$ cat config.mk
export PLATFORM = sky130hd
export DESIGN_NAME = tcnt_channel
export DESIGN_NICKNAME = d
export VERILOG_FILES = /design/src/rtl/tcnt_channel.sv
export SDC_FILE = /design/constraint.sdc
export NUM_CORES = 1
export LEC_CHECK = 0
export BUFFER_PORTS_ARGS = -buffer_cell sky130_fd_sc_hd__buf_2
export CAP_MARGIN = 10
export CORE_UTILIZATION = 40
export DETAILED_ROUTE_END_ITERATION = 7
export PLACE_DENSITY = 0.66
export RECOVER_POWER = 100
export SETUP_SLACK_MARGIN = 0.2
export SLEW_MARGIN = 20
export SYNTH_ARGS = -nofsm -noshare
export SYNTH_HDL_FRONTEND = slang
export SYNTH_SLANG_ARGS = --single-unit
$ cat constraint.sdc
create_clock -name clk -period 3.8 [get_ports clk]
set_clock_uncertainty 0.15 [all_clocks]
set_input_delay 0.57 -clock clk [delete_from_list [all_inputs] [get_ports clk]]
set_output_delay 0.57 -clock clk [all_outputs]
set_load 0.05 [all_outputs]
$ cat src/rtl/tcnt_channel.sv
module tcnt_channel #(
  parameter int CYC_CLKS = 6,
  parameter int PRE_BITS = 5
) (
  input  logic       clk,
  input  logic       rst_n,
  input  logic       run,
  input  logic       ext_sel,
  input  logic [1:0] mode,
  input  logic       ext_pin,
  input  logic       hi_run,
  input  logic       lo_wr,
  input  logic       hi_wr,
  input  logic [7:0] wr_data,
  input  logic       flag_clr,
  input  logic       flag2_clr,
  output logic [7:0] count_lo,
  output logic [7:0] count_hi,
  output logic       ovf_flag,
  output logic       ovf2_flag
);
  localparam int PW = $clog2(CYC_CLKS);
  localparam logic [PW-1:0] PH_LAST = PW'(CYC_CLKS - 1);
  localparam logic [PW-1:0] PH_ONE = PW'(1);
  localparam logic [PRE_BITS-1:0] PRE_ONE = PRE_BITS'(1);

  logic [PW-1:0] phase;
  logic          tick, smp_new, smp_old, cnt_evt, inc_lo, inc_hi;
  logic [7:0]    lo_n, hi_n;
  logic          set1, set2;

  assign tick    = (phase == PH_LAST);
  assign cnt_evt = tick & smp_old & ~smp_new;
  assign inc_lo  = run & (ext_sel ? cnt_evt : tick);
  assign inc_hi  = hi_run & tick;

  always_ff @(posedge clk) begin
    if (!rst_n) begin
      phase   <= '0;
      smp_new <= 1'b1;
      smp_old <= 1'b1;
    end else begin
      phase <= tick ? '0 : phase + PH_ONE;
      if (tick) begin
        smp_new <= ext_pin;
        smp_old <= smp_new;
      end
    end
  end

  always_comb begin
    lo_n = count_lo;
    hi_n = count_hi;
    set1 = 1'b0;
    set2 = 1'b0;
    case (mode)
      2'd0: if (inc_lo) begin
        lo_n[PRE_BITS-1:0] = count_lo[PRE_BITS-1:0] + PRE_ONE;
        if (&count_lo[PRE_BITS-1:0]) begin
          hi_n = count_hi + 8'd1;
          set1 = &count_hi;
        end
      end
      2'd1: if (inc_lo) begin
        {hi_n, lo_n} = {count_hi, count_lo} + 16'd1;
        set1 = &{count_hi, count_lo};
      end
      2'd2: if (inc_lo) begin
        if (&count_lo) begin
          lo_n = count_hi;
          set1 = 1'b1;
        end else begin
          lo_n = count_lo + 8'd1;
        end
      end
      default: begin
        if (inc_lo) begin
          lo_n = count_lo + 8'd1;
          set1 = &count_lo;
        end
        if (inc_hi) begin
          hi_n = count_hi + 8'd1;
          set2 = &count_hi;
        end
      end
    endcase
    if (lo_wr) lo_n = wr_data;
    if (hi_wr) hi_n = wr_data;
  end

  always_ff @(posedge clk) begin
    if (!rst_n) begin
      count_lo  <= '0;
      count_hi  <= '0;
      ovf_flag  <= 1'b0;
      ovf2_flag <= 1'b0;
    end else begin
      count_lo  <= lo_n;
      count_hi  <= hi_n;
      ovf_flag  <= set1 | (ovf_flag & ~flag_clr);
      ovf2_flag <= set2 | (ovf2_flag & ~flag2_clr);
    end
  end

  AST_TICK_SPACING: assert property (@(posedge clk) disable iff (!rst_n) tick |=> !tick);
  AST_EVENT_SPACING: assert property (@(posedge clk) disable iff (!rst_n) cnt_evt |=> !cnt_evt);
  AST_RUN_HOLD: assert property (@(posedge clk) disable iff (!rst_n)
    (!run && !hi_run && !lo_wr && !hi_wr) |=> $stable(count_lo) && $stable(count_hi));
  AST_RELOAD_VALUE: assert property (@(posedge clk) disable iff (!rst_n)
    (mode == 2'd2 && inc_lo && count_lo == 8'hFF && !lo_wr) |=> count_lo == $past(count_hi));
  AST_HI_STILL_M2: assert property (@(posedge clk) disable iff (!rst_n)
    (mode == 2'd2 && !hi_wr) |=> $stable(count_hi));
  AST_FLAG2_SPLIT_ONLY: assert property (@(posedge clk) disable iff (!rst_n)
    $rose(ovf2_flag) |-> $past(mode) == 2'd3);
  AST_FLAG_STICKY: assert property (@(posedge clk) disable iff (!rst_n)
    (ovf_flag && !flag_clr) |=> ovf_flag);
endmodule

=== Word level (Yosys, flattened, before mapping) ===
Cells that the tools add are included.

* Bits in registers: 23
* Input bits: 20
* Logic and storage cells: 68

* $add $sub $neg: 5
* Equal/unequal tests: 8
* Multiplexer cells: 24
* Bitwise operators: 12
* Reductions and logical operators: 11

{| class="wikitable"
|+ Operator list
! cell !! count
|-
| two-way mux 8 bit || 10
|-
| one-hot mux 8 bit (3 select lines) || 1
|-
| adder 16 x 1 -> 16 bit, second input constant || 1
|-
| adder 8 x 1 -> 8 bit, second input constant || 2
|-
| AND reduction 16 bit || 1
|-
| AND reduction 8 bit || 2
|-
| one-hot mux 5 bit (3 select lines) || 1
|-
| AND reduction 5 bit || 2
|-
| two-way mux 1 bit || 9
|-
| != test 3 bit, second input constant || 3
|-
| one-hot mux 3 bit (3 select lines) || 1
|-
| AND 1 bit || 6
|-
| adder 5 x 1 -> 5 bit, second input constant || 1
|-
| two-way mux 5 bit || 1
|-
| != test 2 bit, second input constant || 2
|-
| inverter 1 bit || 4
|-
| nonzero test 4 bit || 1
|-
| adder 3 x 1 -> 3 bit, second input constant || 1
|-
| == test 3 bit, second input constant || 1
|-
| one-hot mux 1 bit (3 select lines) || 1
|-
| OR reduction 3 bit || 1
|-
| == test 2 x 1 -> 1 bit, second input constant || 1
|-
| == test 2 bit, second input constant || 1
|-
| zero test 2 bit || 1
|-
| 4 further kinds || 5
|}

=== Longest topological paths before layout ===
Gate-level depths: netlist of the first run.

* Depth in word-level cells: 8
* Depth in mapped cells: 9

=== Worst setup path before layout of the first run ===
OpenSTA, ideal clock, no wires.

* Path type: register to register
* Start: reg count_lo[0]
* End: reg count_hi[4]
* Setup time: 0.074 ns
* Arrival: 2.567 ns
* Data required time: 3.576 ns
* Slack: 1.008 ns
* Cell stages (with the launch flop): 10
* Clock period less this slack: 2.792 ns
* Path through: dfxtp_1 -> ha_1 -> nand3_1 -> inv_1 -> ha_1 -> nand4_1 -> a21oi_1 -> o221ai_2 -> or4_1 -> a31oi_1

* Cells in the longest elaborated chain, start to end: 4

{| class="wikitable"
|+ RTL lines
! what !! RTL line !! source
|-
| from (decl) || 17 || <nowiki>output logic [7:0] count_lo,</nowiki>
|-
| from (signal assigned) || 98 || <nowiki>count_lo <= lo_n;</nowiki>
|-
| adder 16 x 1 -> 16 bit || 65 || <nowiki>{hi_n, lo_n} = {count_hi, count_lo} + 16'd1;</nowiki>
|-
| two-way mux 8 bit || 64 || <nowiki>2'd1: if (inc_lo) begin</nowiki>
|-
| one-hot mux 8 bit (3 select lines) || 56 || <nowiki>case (mode)</nowiki>
|-
| two-way mux 8 bit || 88 || <nowiki>if (hi_wr) hi_n = wr_data;</nowiki>
|-
| to (signal assigned) || 99 || <nowiki>count_hi <= hi_n;</nowiki>
|-
| to (decl) || 18 || <nowiki>output logic [7:0] count_hi,</nowiki>
|}

Several ways; a longest one is shown, not always the timed one. The select of a mux whose other input is x is not followed.
A chain may end at the register's enable or synchronous reset.

=== Worst setup path after layout of the first run ===
Ends and elaborated chain as after synthesis.

==> results of run 1 <==
sequential cells by signal, indices dropped and copies added, names as in the netlist:
signal,cells
count_hi,8
count_lo,8
ovf2_flag,1
ovf_flag,1
phase,3
smp_new,1
smp_old,1
worst max path at each step:
stage / start / endpoint / slack (ns) / cells after the start
after detailed placement: count_lo[0]$_SDFFE_PN0P_ / count_hi[4]$_SDFFE_PN0P_ / 1.10 / 9
after floorplan: count_lo[0]$_SDFFE_PN0P_ / count_hi[4]$_SDFFE_PN0P_ / 1.01 / 9
final: count_lo[0]$_SDFFE_PN0P_ / count_hi[4]$_SDFFE_PN0P_ / 0.92 / 9
after CTS: count_lo[0]$_SDFFE_PN0P_ / count_hi[4]$_SDFFE_PN0P_ / 1.07 / 9
after global routing: count_lo[0]$_SDFFE_PN0P_ / count_hi[4]$_SDFFE_PN0P_ / 0.67 / 9
after global placement: count_lo[0]$_SDFFE_PN0P_ / count_hi[4]$_SDFFE_PN0P_ / 1.17 / 9
per-layer routing:
| layer | up-vias | wire length (um) | track usage, % |
|---|---|---|---|
| met4 | 0 | 89 | 7.78 |
| met1 | 792 | 2010 | 29.6 |
| li1 | 818 | - | - |
| met5 | - | 0 | 0 |
| met3 | 10 | 179 | 2.14 |
| met2 | 57 | 1970 | 34.9 |
cells by family (layout without fill, tap and decap cells):
kind of cell,count (synthesis),after routing,share of synthesized area (%)
adders and majority gates,9,9,7.24
buffers and inverters,15,52,4.26
and+or+nand+nor,75,75,26.6
DFF,23,23,29.6
xor gates and xnor gates,6,6,3.38
AOI/OAI and AO/OA,66,66,28.9
power groups by stage:
stage | sequential (W) | combinational, W | clock, W
after floorplan | 0.000315 | 0.0000603 | 0
after global placement | 0.000283 | 0.000136 | 0
after detailed placement | 0.000282 | 0.000137 | 0
after CTS | 0.000277 | 0.000138 | 0.000158
after global routing | 0.000280 | 0.000146 | 0.000169
final | 0.000277 | 0.000133 | 0.000157
area by class of cell:
| type | count | area (um2) | share of cell area [%] |
|---|---|---|---|
| flip-flops and latches | 23 | 460 | 25.8 |
| repair buffers | 37 | 161 | 9.04 |
| well taps | 48 | 60.1 | 3.36 |
| clock buffers | 4 | 45.0 | 2.52 |
| multi-input cells | 156 | 1020 | 57.0 |
| inverters | 11 | 41.3 | 2.31 |
synthesized netlist by cell type, types with 2 or more instances:
| cell type | count |
|---|---|
| a21o_1 | 3 |
| nor2b_1 | 2 |
| nand4_1 | 5 |
| xnor2_1 | 3 |
| nor3b_1 | 2 |
| o21ai_0 | 13 |
| clkbuf_1 | 2 |
| a211oi_1 | 2 |
| dlygate4sd1_1 | 2 |
| ha_1 | 9 |
| o211ai_1 | 3 |
| a22oi_1 | 3 |
| and3_1 | 3 |
| nand2_1 | 16 |
| or4_1 | 5 |
| o311ai_0 | 5 |
| dfxtp_1 | 23 |
| a41oi_1 | 2 |
| inv_1 | 11 |
| nand3_1 | 16 |
| nor2_1 | 7 |
| xor2_1 | 3 |
| o31ai_1 | 4 |
| nand2b_1 | 6 |
| and2_1 | 4 |
| a21oi_1 | 14 |
| and4_1 | 3 |
| a31oi_1 | 6 |
placed cells by master, fill, tap and decap left out, types with 2 or more instances in the layout:
| cell type | instances |
|---|---|
| clkbuf_8 | 3 |
| and2_0 | 2 |
| or4_1 | 5 |
| and3_1 | 3 |
| nor2b_1 | 2 |
| o31ai_1 | 4 |
| buf_2 | 18 |
| nor2_1 | 7 |
| o211ai_1 | 3 |
| ha_1 | 9 |
| o21ai_0 | 13 |
| a22oi_1 | 3 |
| xnor2_1 | 3 |
| o311ai_0 | 5 |
| nand4_1 | 5 |
| a211oi_1 | 2 |
| nand2b_1 | 6 |
| nand3_1 | 17 |
| a41oi_1 | 2 |
| xor2_1 | 3 |
| a21oi_1 | 14 |
| dfxtp_1 | 23 |
| o221ai_1 | 2 |
| a21o_1 | 3 |
| and4_1 | 3 |
| inv_1 | 11 |
| a31oi_1 | 6 |
| nor3b_1 | 2 |
| nand2_1 | 16 |
| and2_1 | 2 |
| clkbuf_1 | 20 |
stage by stage:
stage / total power (W) / cell area (um2) / worst slack [ns] / std cells
floorplan: 0.000375 / 1560 / 1.01 / 194
global placement: 0.000419 / 1780 / 1.17 / 275
detailed placement: 0.000419 / 1780 / 1.10 / 275
CTS: 0.000573 / 1820 / 1.07 / 279
global route: 0.000595 / 1790 / 0.674 / 279
finish: 0.000568 / 1790 / 0.917 / 279
==> flow_summary.yaml, run 1 <==
floorplanning:
  core_area_mm2: 0.00369
  die_h_um: 64.4
  fp.dieW_um: 64.4
  dieArea_mm2: 0.00414
  ios: 38
  initial_core_util_pct: 42.2
  std_cell_rows: 22
worst_setup_path:
  endpoint_kind: "flip-flop"
  critPathArrivalTime_ns: 2.94
  path_buf_inv: 1
  slowest_stage: "or4_1"
  path_common_cell: "ha_1"
  required_ns: 3.85
  r2r_slack_ns: 0.92
  cp_top_family: "simple AND/OR/NAND/NOR gates"
  crit_path_max_fanout: 10
  timing.rr.end: "count_hi[4]$_SDFFE_PN0P_"
  reg2reg_from: "count_lo[0]$_SDFFE_PN0P_"
  max_stage_delay_ns: 0.61
  path_cells: "ha_1, nand3_1, inv_1, ha_1, nand4_1, a21oi_1, o221ai_1, or4_1, a31oi_1"
  r2r_cells: 9
  critPathLaunchType: "flip-flop"
  crit_type: "reg -> reg"
synth:
  syn_avg_cell_area_um2: 8.02
  yosysUniqueCellTypes: 45
  yosysWarnings: 0
  synthArstFlopShare_pct: 0
  synth_cells: 194
  synthTopCellsByArea: "dfxtp_1, ha_1, nand3_1, a21oi_1, o21ai_0"
  yosys_register_bits: 23
  ys_seq_area_share_pct: 29.6
  synth_edf_count: 0
  synth_top_area_cell: "dfxtp_1"
  synth.top_cell.area_share_pct: 29.6
  synthesis.area_mm2: 0.00156
  ys.flop_type: "dfxtp_1"
  synth_nets: 223
clocking:
  cts_resized: 0
  clkSinkCount: 23
  clkTransAtPathRegs_ns: 0.08
  root_buffer: "clkbuf_8"
  cts_buffer_depth: 2
  post-cts-setup-buffers: 0
  htree_levels: 1
  cts_made_buffers: 3
  cts_tree: "yes"
  cts-hold-fix-buffers: 0
  worstSkewPairLatency_ns: 0.27
timing:
  rsz0062_at_grt: "no"
  relSlewSlack_pct: 49.1
  tightestPinTransition_ns: 0.759
  maxSlewViolCount: 0
  hold_violations: 0
  setup_viol: 0
  fmax_mhz: 347
  fin_tns_setup_ns: 0
  fin_crit_ns: 2.88
  hold_slack_ns: 0.308
  fin_crit_sh_pct: 75.9
hold_path:
  hold_end: "phase[0]$_SDFF_PP0_"
  hp-start: "phase[0]$_SDFF_PP0_"
  hold_depth: 1
  hold_path.class: "reg -> reg"
global_routing:
  overflow: 0
  grt_pass1_vias: 1513
  track_usage_pct: 21.6
  antenna_found_initial: 0
  grt_pass1_wl_um: 7010
  grt_max_degree: 27
final_layout:
  fin_nets: 261
  fillerInstances: 388
  area_growth_pct: 14.8
  final_util_pct: 48.4
  antenna_cells: 0
  layout-drive-gt1-share_pct: 10.4
placement:
  dp_hpwl_um: 3190
  gp_congestion: 0.860
  port_buffers: 37
power_and_ir_drop:
  p_per_area_mw_per_mm2: 318
  switching_share_pct: 34.6
  p_clk_share_pct: 27.6
  irDropWorstVdd_uv: 142
  p_switching_w: 0.000196
  power_frac_comb_pct: 23.5
  p_int_w: 0.000371
  leakage_nw: 0.668
  seqPwrFrac_pct: 48.9
drt:
  viasPerCell: 6.01
  ant_nets: 0
  first_iter_violations: 75
  via_count: 1677
  wl_per_cell_um: 15.2
  dr.pass1.iters: 4
  drc_errors: 0
  drt-total-wl_um: 4240
status:
  status: "complete, no violations"
job:
  drv_cap: 0
No activity file was read; power rests on OpenSTA's default activity.
==> inputs of run 2 (changes only) <==
==> constraint.sdc (replaced) <==
create_clock -name clk -period 2.9 [get_ports clk]
set_clock_uncertainty 0.15 [all_clocks]
set_input_delay 0.435 -clock clk [delete_from_list [all_inputs] [get_ports clk]]
set_output_delay 0.435 -clock clk [all_outputs]
set_load 0.05 [all_outputs]
==> flow_summary.yaml, run 2 (synthesis gave the netlist of run 1 again) <==
power_and_ir_drop:
  leakage_nw: 0.682
  irDropWorstVdd_uv: 179
  p_per_area_mw_per_mm2: 408
global_routing:
  grt_pass1_wl_um: 7440
  overflow: 0
  grt_max_degree: 27
  antenna_found_initial: 0
  grt_pass1_vias: 1592
  track_usage_pct: 22.9
worst_setup_path:
  reg2reg_from: "count_lo[0]$_SDFFE_PN0P_"
  r2r_cells: 9
  r2r_slack_ns: 0.35
  critPathLaunchType: "flip-flop"
  timing.rr.end: "count_hi[6]$_SDFFE_PN0P_"
  endpoint_kind: "flip-flop"
  required_ns: 2.95
  crit_path_max_fanout: 10
  crit_type: "reg -> reg"
  critPathArrivalTime_ns: 2.61
placement:
  gp_congestion: 0.901
  dp_slack_ns: 0.291
  port_buffers: 37
  dp_hpwl_um: 3200
final_layout:
  fin_nets: 264
  fillerInstances: 393
  layout-drive-gt1-share_pct: 13.7
  final_common_cell: "dfxtp_1"
  top_regs: "count_hi: 8 flops, count_lo: 8 flops, phase: 3 flops"
  mostFrequentLayoutCells: "dfxtp_1, clkbuf_1, buf_2"
  area_growth_pct: 17.9
  antenna_cells: 0
job:
  drv_cap: 0
drt:
  via_count: 1698
  viasPerCell: 6.02
  wl_per_cell_um: 15.6
  drt-total-wl_um: 4400
  first_iter_violations: 120
  dr.pass1.iters: 4
  drc_errors: 0
  ant_nets: 0
clocking:
  clkSinkCount: 23
  cts_tree: "yes"
  htree_levels: 1
  clkTransAtPathRegs_ns: 0.09
  cts_made_buffers: 3
  cts-hold-fix-buffers: 0
  worstSkewPairLatency_ns: 0.27
  root_buffer: "clkbuf_8"
  cts_buffer_depth: 2
floorplanning:
  die_h_um: 64.4
  dieArea_mm2: 0.00414
  ios: 38
  initial_core_util_pct: 42.2
  std_cell_rows: 22
  core_area_mm2: 0.00369
  fp.dieW_um: 64.4
timing:
  relSlewSlack_pct: 59.6
  fin_crit_sh_pct: 88.0
  setup_viol: 0
  fmax_mhz: 392
  rsz0062_at_grt: "no"
  tightestPinTransition_ns: 0.600
  setup_slack_ns: 0.348
  maxSlewViolCount: 0
  fin_tns_setup_ns: 0
  hold_violations: 0
  fin_crit_ns: 2.55
hold_path:
  hp-start: "ext_pin"
  hold_depth: 3
  hold_path.class: "in -> reg"
  hold_end: "smp_new$_SDFFE_PN1N_"
status:
  status: "complete, no violations"
run 2: layout make-up:
class	count	area, um2	area share, %
clock buffers	4	45.0	2.46
inverters	11	41.3	2.25
multi-input cells	156	1040	56.9
flip-flops and latches	23	462	25.2
well taps	48	60.1	3.28
repair buffers	40	181	9.90
run 2: worst max-delay path by stage:
| stage | start | to | slack, ns | depth (start not counted) |
|---|---|---|---|---|
| final | count_lo[0]$_SDFFE_PN0P_ | count_hi[6]$_SDFFE_PN0P_ | 0.35 | 9 |
| after floorplan | count_lo[2]$_SDFFE_PN0P_ | count_hi[4]$_SDFFE_PN0P_ | 0.27 | 8 |
| after detailed placement | count_lo[0]$_SDFFE_PN0P_ | count_hi[6]$_SDFFE_PN0P_ | 0.29 | 9 |
| after global routing | count_lo[0]$_SDFFE_PN0P_ | count_hi[6]$_SDFFE_PN0P_ | 0.11 | 9 |
| after global placement | count_lo[0]$_SDFFE_PN0P_ | count_hi[4]$_SDFFE_PN0P_ | 0.43 | 9 |
| after CTS | count_lo[0]$_SDFFE_PN0P_ | count_hi[4]$_SDFFE_PN0P_ | 0.29 | 9 |
run 2: through the flow:
step                instances  total power (W)  cell area (um2)  hold slack [ns]  util, %
finish                    282         0.000748             1830            0.250     49.7
global route              282         0.000790             1830            0.281     49.7
CTS                       282         0.000753             1850            0.254     50.0
detailed placement        278         0.000552             1800            0.312     48.8
global placement          278         0.000552             1800            0.293     48.8
floorplan                 194         0.000492             1560            0.271        -
run 2: critical path, cell delays in order, from the launching register on:
cell and delay, ns:
dfxtp_1 0.42, ha_1 0.24, nand3_2 0.15, inv_2 0.12, ha_1 0.18, nand4_1 0.11, a21oi_2 0.23, o221ai_4 0.19
or4_1 0.53, a31oi_1 0.15
run 2: repair_timing:
item / CTS / global route
resized for setup: 0 / 4
endpoints found under the setup margin: 0 / 4
buffers inserted: 0 / 0
run 2: power by group:
group	switching (W)	internal, W
combinational	0.000124	0.0000555
sequential	0.0000298	0.000335
clock	0.000106	0.0000982
run 2: metal layers:
layer / vias up / share of wire (%) / GRT usage, %
met3: 13 / 4.7 / 2.86
li1: 822 / - / -
met1: 801 / 48 / 31.6
met4: 0 / 2.1 / 8.61
met5: - / 0 / 0
met2: 62 / 46 / 35.9
==> inputs of run 3 (changes only) <==
--- a/config.mk
+++ b/config.mk
@@ -5,11 +5,12 @@
 export SDC_FILE = /design/constraint.sdc
 export NUM_CORES = 1
 export LEC_CHECK = 0
+export ABC_AREA = 1
 export BUFFER_PORTS_ARGS = -buffer_cell sky130_fd_sc_hd__buf_2
 export CAP_MARGIN = 10
 export CORE_UTILIZATION = 40
 export DETAILED_ROUTE_END_ITERATION = 7
-export PLACE_DENSITY = 0.66
+export PLACE_DENSITY = 0.65
 export RECOVER_POWER = 100
 export SETUP_SLACK_MARGIN = 0.2
 export SLEW_MARGIN = 20
==> flow_summary.yaml, run 3 <==
clocking:
  worstSkewPairLatency_ns: 0.28
  htree_levels: 1
  cts-hold-fix-buffers: 0
  clkTransAtPathRegs_ns: 0.09
  post-cts-setup-buffers: 0
  cts_buffer_depth: 2
  cts_made_buffers: 3
  cts_resized: 0
  cts_tree: "yes"
  root_buffer: "clkbuf_8"
  clkSinkCount: 23
timing:
  fin_tns_setup_ns: 0
  relSlewSlack_pct: 60.2
  setup_slack_ns: 0.569
  hold_violations: 0
  fin_crit_ns: 2.33
  tightestPinTransition_ns: 0.599
  maxSlewViolCount: 0
  fmax_mhz: 429
  rsz0062_at_grt: "no"
  setup_viol: 0
  fin_crit_sh_pct: 80.4
final_layout:
  mostFrequentLayoutCells: "nand2_1, inv_1, nor2_1, nand3_1, a21oi_1"
  area_growth_pct: 12.7
  final_common_cell: "nand2_1"
  layout-drive-gt1-share_pct: 7.64
  fillerInstances: 456
  top_regs: "count_hi: 8 flops, count_lo: 8 flops, phase: 3 flops"
  fin_nets: 344
  antenna_cells: 0
floorplanning:
  core_area_mm2: 0.00406
  ios: 38
  initial_core_util_pct: 42.4
  fp.dieW_um: 67.6
  die_h_um: 67.6
  dieArea_mm2: 0.00456
  std_cell_rows: 23
synth:
  yosys_register_bits: 23
  yosysWarnings: 0
  synth.most_common_cell: "nand2_1"
  synth_top_area_cell: "dfxtp_1"
  synthTopCellsByArea: "dfxtp_1, nand2_1, a21oi_1, nand3_1, inv_1"
  syn_avg_cell_area_um2: 6.21
  synthesis.area_mm2: 0.00172
  synth_nets: 306
  yosysUniqueCellTypes: 26
  synth_edf_count: 0
  synthArstFlopShare_pct: 0
  synth.top_cell.area_share_pct: 26.8
  ys_seq_area_share_pct: 26.8
  synth_cells: 277
  ys.flop_type: "dfxtp_1"
  synth_commonest_cells: "nand2_1, inv_1, a21oi_1, nand3_1, nor2_1"
hold_path:
  hold_path.class: "in -> reg"
drt:
  viasPerCell: 5.12
  first_iter_violations: 124
  ant_nets: 0
  drt-total-wl_um: 4670
  dr.pass1.iters: 4
  drc_errors: 0
  via_count: 1862
  wl_per_cell_um: 12.8
global_routing:
  antenna_found_initial: 0
  track_usage_pct: 22.2
  overflow: 0
  grt_pass1_vias: 1602
  grt_pass1_wl_um: 7370
  grt_max_degree: 18
power_and_ir_drop:
  leakage_nw: 0.868
  p_per_area_mw_per_mm2: 403
  power.total_w: 0.000781
  irDropWorstVdd_uv: 193
worst_setup_path:
  critPathLaunchType: "flip-flop"
  endpoint_kind: "flip-flop"
  crit_type: "reg -> reg"
  required_ns: 2.92
  critPathArrivalTime_ns: 2.35
  crit_path_max_fanout: 9
placement:
  dp_slack_ns: 0.666
  gp_congestion: 0.887
  dp_hpwl_um: 3560
  port_buffers: 37
status:
  status: "complete, no violations"
job:
  drv_cap: 0
-- run 3: where the power goes --
group          switching, W  internal [W]  leakage (nW)
combinational      0.000141     0.0000571         0.653
sequential        0.0000268      0.000335         0.189
clock              0.000125     0.0000968        0.0255
-- run 3: area by class of cell --
class                      instances  area (um2)  area share [%]
inverter                          38         143            7.36
timing repair buffer              37         160            8.27
multi-input combinational        212        1060            55.0
sequential                        23         460            23.8
tap                               50        62.6            3.23
clock buffer                       3        41.3            2.13
clock inverter                     1        5.00           0.258
-- run 3: logic make-up after synthesis --
family                     share of synthesized area [%]
buffers and inverters                               9.39
DFF                                                 26.8
xor gates and xnor gates                            3.57
AOI/OAI and AO/OA                                   15.0
and+or+nand+nor                                     38.7
adders and majority gates                           6.55
-- run 3: final timing paths --
check / start / endpoint / slack [ns] / cells after the start
max reg2reg: count_lo[0]$_SDFFE_PN0P_ / count_hi[4]$_SDFFE_PN0P_ / 0.57 / 11
min reg2reg: phase[0]$_SDFF_PP0_ / phase[0]$_SDFF_PP0_ / 0.32 / 1
min: ext_pin / smp_new$_SDFFE_PN1N_ / 0.23 / 3
max: count_lo[0]$_SDFFE_PN0P_ / count_hi[4]$_SDFFE_PN0P_ / 0.57 / 11
-- run 3: critical path, cell delays in order, from the launching register on --
cell and delay (ns):
dfxtp_1 0.41, ha_1 0.21, nand2_1 0.10, nor2_1 0.25, ha_1 0.26, nand3_1 0.09
nand2_1 0.10, nand3_1 0.27, nand3_1 0.15, o21ai_0 0.09, nor2_1 0.10, nor2_1 0.04
-- run 3: through the flow --
stage	std cells	hold slack (ns)	area [um2]	utilization [%]
after detailed placement	360	0.301	1950	48.0
after CTS	364	0.229	1990	49.2
final	364	0.226	1940	47.7
after global placement	360	0.289	1950	48.0
after global routing	364	0.259	1940	47.7
after floorplan	277	0.271	1720	-
-- run 3: layer usage --
layer	GRT usage, %	vias up	wire length (um)
li1	-	977	-
met1	29.6	813	2170
met4	7.98	0	68
met2	35.5	67	2100
met5	0	-	0
met3	3.55	5	327
